File: src/rtl/cds_front.sv
module cds_front #(
  parameter int BW = 8,
  parameter logic [BW-1:0] OP_LD_A = BW'(8'h01),
  parameter logic [BW-1:0] OP_LD_B = BW'(8'h02),
  parameter logic [BW-1:0] OP_RD_A = BW'(8'h10),
  parameter logic [BW-1:0] OP_RD_B = BW'(8'h11)
) (
  input  logic          clk,
  input  logic          rst_n,
  input  logic          rx_valid,
  input  logic          rx_ctrl,
  input  logic [BW-1:0] rx_byte,
  input  logic          tx_ready,
  output logic          tx_valid,
  output logic          tx_ctrl,
  output logic [BW-1:0] tx_byte,
  output logic [BW-1:0] hold_byte,
  output logic [BW-1:0] instr_byte,
  output logic [BW-1:0] reg_a,
  output logic [BW-1:0] reg_b,
  output logic          err_pulse
);

  logic is_data, is_cmd, op_lda, op_ldb, op_rda, op_rdb, op_bad, tx_free;

  assign is_data = rx_valid & ~rx_ctrl;
  assign is_cmd  = rx_valid & rx_ctrl;
  assign op_lda  = is_cmd && (rx_byte == OP_LD_A);
  assign op_ldb  = is_cmd && (rx_byte == OP_LD_B);
  assign op_rda  = is_cmd && (rx_byte == OP_RD_A);
  assign op_rdb  = is_cmd && (rx_byte == OP_RD_B);
  assign op_bad  = is_cmd & ~(op_lda | op_ldb | op_rda | op_rdb);
  assign tx_free = ~tx_valid | tx_ready;
  assign tx_ctrl = 1'b0;

  always_ff @(posedge clk) begin
    if (!rst_n) begin
      hold_byte  <= '0;
      instr_byte <= '0;
      reg_a      <= '0;
      reg_b      <= '0;
      tx_valid   <= 1'b0;
      tx_byte    <= '0;
      err_pulse  <= 1'b0;
    end else begin
      if (is_data) hold_byte <= rx_byte;
      if (is_cmd) instr_byte <= rx_byte;
      if (op_lda) reg_a <= hold_byte;
      if (op_ldb) reg_b <= hold_byte;
      err_pulse <= op_bad;
      if ((op_rda | op_rdb) && tx_free) begin
        tx_valid <= 1'b1;
        tx_byte  <= op_rda ? reg_a : reg_b;
      end else if (tx_ready) begin
        tx_valid <= 1'b0;
      end
    end
  end

  p_data_to_hold_r2: assert property (@(posedge clk) disable iff (!rst_n)
    (rx_valid && !rx_ctrl) |=> (hold_byte == $past(rx_byte)) && $stable(reg_a) && $stable(reg_b));

  p_cmd_keeps_hold_r3: assert property (@(posedge clk) disable iff (!rst_n)
    (rx_valid && rx_ctrl) |=> $stable(hold_byte) && (instr_byte == $past(rx_byte)));

  p_reply_gated_r6: assert property (@(posedge clk) disable iff (!rst_n)
    $rose(tx_valid) |-> $past(rx_valid && rx_ctrl && (rx_byte == OP_RD_A || rx_byte == OP_RD_B)));

  p_reply_held_r7: assert property (@(posedge clk) disable iff (!rst_n)
    (tx_valid && !tx_ready) |=> tx_valid && $stable(tx_byte));

  p_err_source_r8: assert property (@(posedge clk) disable iff (!rst_n)
    err_pulse |-> $past(rx_valid && rx_ctrl) && $stable(reg_a) && $stable(reg_b));

  p_reply_ctrl_r5: assert property (@(posedge clk) disable iff (!rst_n)
    tx_valid |-> !tx_ctrl);

endmodule

File: config.mk
export PLATFORM = sky130hd
export DESIGN_NAME = cds_front
export DESIGN_NICKNAME = d
export VERILOG_FILES = /design/src/rtl/cds_front.sv
export SDC_FILE = /design/constraint.sdc
export NUM_CORES = 1
export LEC_CHECK = 0
export ABC_CLOCK_PERIOD_IN_PS = 1900
export BUFFER_PORTS_ARGS = -buffer_cell sky130_fd_sc_hd__buf_2
export CAP_MARGIN = 15
export CORE_ASPECT_RATIO = 0.5
export CORE_MARGIN = 10
export CORE_UTILIZATION = 43
export DETAILED_ROUTE_END_ITERATION = 8
export GPL_TIMING_DRIVEN = 0
export PLACE_DENSITY = 0.74
export SKIP_LAST_GASP = 1
export SYNTH_ARGS = -nofsm -noshare
export SYNTH_HDL_FRONTEND = slang
export SYNTH_SLANG_ARGS = --single-unit
File: constraint.sdc
create_clock -name clk -period 1.9 [get_ports clk]
set_input_delay 0.19 -clock clk [delete_from_list [all_inputs] [get_ports clk]]
set_output_delay 0.19 -clock clk [all_outputs]
set_load 0.02 [all_outputs]
==> reports/qor.csv <==
metric,value,unit
outcome,finished clean,
Top delay family on crit path,simple AND/OR/NAND/NOR gates,
largest net degree at the start of global routing,13,
Die Span Y,65.26,µm
Syn Area/Cell,9.128,µm²
RSZ-0062 raised after global routing,false,
post-CTS setup repair buffer count,0,
highest clock rate,613.1,MHz
"Seq/Total Area, Yosys",47.73,%
Clock transition at path regs,0.07,ns
clock sinks,42,
Hold Path Class,in -> reg,
Slew @ Worst Pin,0.8384,ns
DR pass1 iterations,5,
syn nets,206,
crit-path cells,buf_2 > or4_4 > nor4_4 > mux2i_1,
Setup Total Neg Slack,0,ns
WP depth,4,
class of the most critical setup path,in -> reg,
via count,1492,
final WL,4.772,mm
share of cells above drive strength 1,29.92,%
port bufs,53,
top cell type's share of synthesized area,47.73,%
Post-Syn Instances,193,
"most common cell after layout, fill and taps aside",nand2_1,
number of diodes,0,
ANT nets after route,0,
HP Start,rx_byte[2],
grt ovf,0,
GP Congestion,0.7702,
reg2reg path depth,4,
synthesis-to-finish area growth,25.14,%
YS warnings,0,
# DRC,0,
I/O pins,56,
"Period Utilization, post-route",85.84,%
worst stage delay on the critical path,0.72,ns
die area,7213,µm²
CTS H-Tree Depth,2,
Synth area leader,dfxtp_1,
most frequent cells in the layout,"nand2_1, buf_2, dfxtp_1, mux2i_1, a21boi_0",
WP data required,2.12,ns
initial core utilization,44.90,%
core area,3924,µm²
slowest CP cell,nor4_4,
vias in the first global route,1504,
Total GRT Usage,12.82,%
Power Density,772.7,nW/µm²
WHS Path Cells,3,
# hold bufs at CTS,0,
Peak VDD IR,0.3387,mV
#FFs+latches synth,42,
Vias/cell,4.844,
overall power after layout,1.704,mW
hold violation count in the final report,0,
worst path bufs/invs,1,
CP Launch Type,input port,
initial detailed-routing violation count,89,
CTS tree,built,
antenna violations before repair,0,
crit path from,rx_byte[2],
final setup fails,0,
CP Max Fanout,8,
Final Max Slew Viols,0,
clock root cell,clkbuf_8,
global-route wire length before repair,7.617,mm
r2r startpoint,tx_valid,
CP endpoint kind,flop,
Worst slew margin,43.69,%
clk buf depth,2,
Total Nets Final,266,
number of fill cells,378,
Worst-Skew Late Latency,0.29,ns
die width,110.5,µm
Mapped Area,1762,µm²
Leakage Power,0.9801,nW
Max Clock Skew,0.003696,ns
CTS Buf Count,5,
MaxCap Viol Count,0,
largest cells by area after synthesis,"dfxtp_1, nand2_1, mux2i_1",
FP Rows,16,
Yosys cell types,24,
CTS resizes,0,
HPWL Detailed,3.489,mm
reg2reg setup slack,0.74,ns
Wirelength per Cell,15.49,µm
"Arr. time, crit path",1.85,ns
min cycle time layout,1.631,ns
state kept, by name (all words and copies together) (netlist names):
signal / cells
hold_byte: 8
reg_b: 8
instr_byte: 8
tx_valid: 1
tx_byte: 8
err_pulse: 1
reg_a: 8
power by group:
part | internal, mW | switching, mW
Sequential | 0.896 | 0.00956
Clock | 0.367 | 0.286
Combinational | 0.0483 | 0.0974
Total | 1.31 | 0.393
cell usage after synthesis:
cell type,instances
a21boi_0,17
and2_1,1
and4_1,1
and4bb_2,1
buf_1,2
buf_2,1
buf_4,1
clkbuf_1,9
conb_1,1
dfxtp_1,42
mux2_2,8
mux2i_1,24
nand2_1,73
nand2b_1,2
nand3_1,1
nand4b_1,1
nor2_1,1
nor2b_1,1
nor4_1,1
nor4_4,1
o311a_2,1
or3b_2,1
or4_4,1
xor2_1,1
per-stage QoR:
stage | setup WS [ns] | std cells | hold WS, ns | cell area [µm²] | util [%]
global route | 0.1813 | 308 | 0.1987 | 2205 | 56.19
finish | 0.2691 | 308 | 0.1864 | 2205 | 56.19
CTS | 0.2697 | 308 | 0.1796 | 2205 | 56.19
floorplan | 0.3547 | 193 | 0.3349 | 1762 | -
detailed placement | -0.03225 | 300 | 0.4438 | 2095 | 53.38
global placement | 0.004329 | 300 | 0.4401 | 2095 | 53.38
final cells by class:
class                   instances  area [µm²]  share of cell area [%]
plain buffers                  13       53.80                   2.440
flip-flops and latches         42       840.8                   38.14
repair buffers                 53       265.3                   12.03
multi-input cells             138       867.1                   39.33
well taps                      54       67.56                   3.065
clock buffers                   8       110.1                   4.994
cells by family (layout without fill, tap and decap cells):
| family | after synthesis | count (layout) | share of synthesized area (%) |
|---|---|---|---|
| compound gates | 18 | 18 | 7.883 |
| buf+inv | 13 | 74 | 3.054 |
| other cells | 1 | 1 | 0.2129 |
| xor+xnor | 1 | 1 | 0.4972 |
| flops | 42 | 42 | 47.73 |
| mux | 32 | 32 | 18.75 |
| simple gates | 86 | 86 | 21.88 |
path summary, 6_finish.rpt:
path / to
max reg2reg: tx_byte[5]
max: reg_b[1]
min: instr_byte[2]
min reg2reg: tx_byte[3]
worst register-to-register path: stages, from the launching register on:
cell and delay [ns]:
dfxtp_1 0.31, nand2b_1 0.08, and4_1 0.18, buf_2 0.27, mux2i_1 0.24
layer usage:
metal	share of wire, %	global-route usage (%)
met5	0	0
met4	1.2	4.677
met3	5.9	3.986
met2	49	22.37
met1	44	14.71
(Power assumes the default switching activity.)
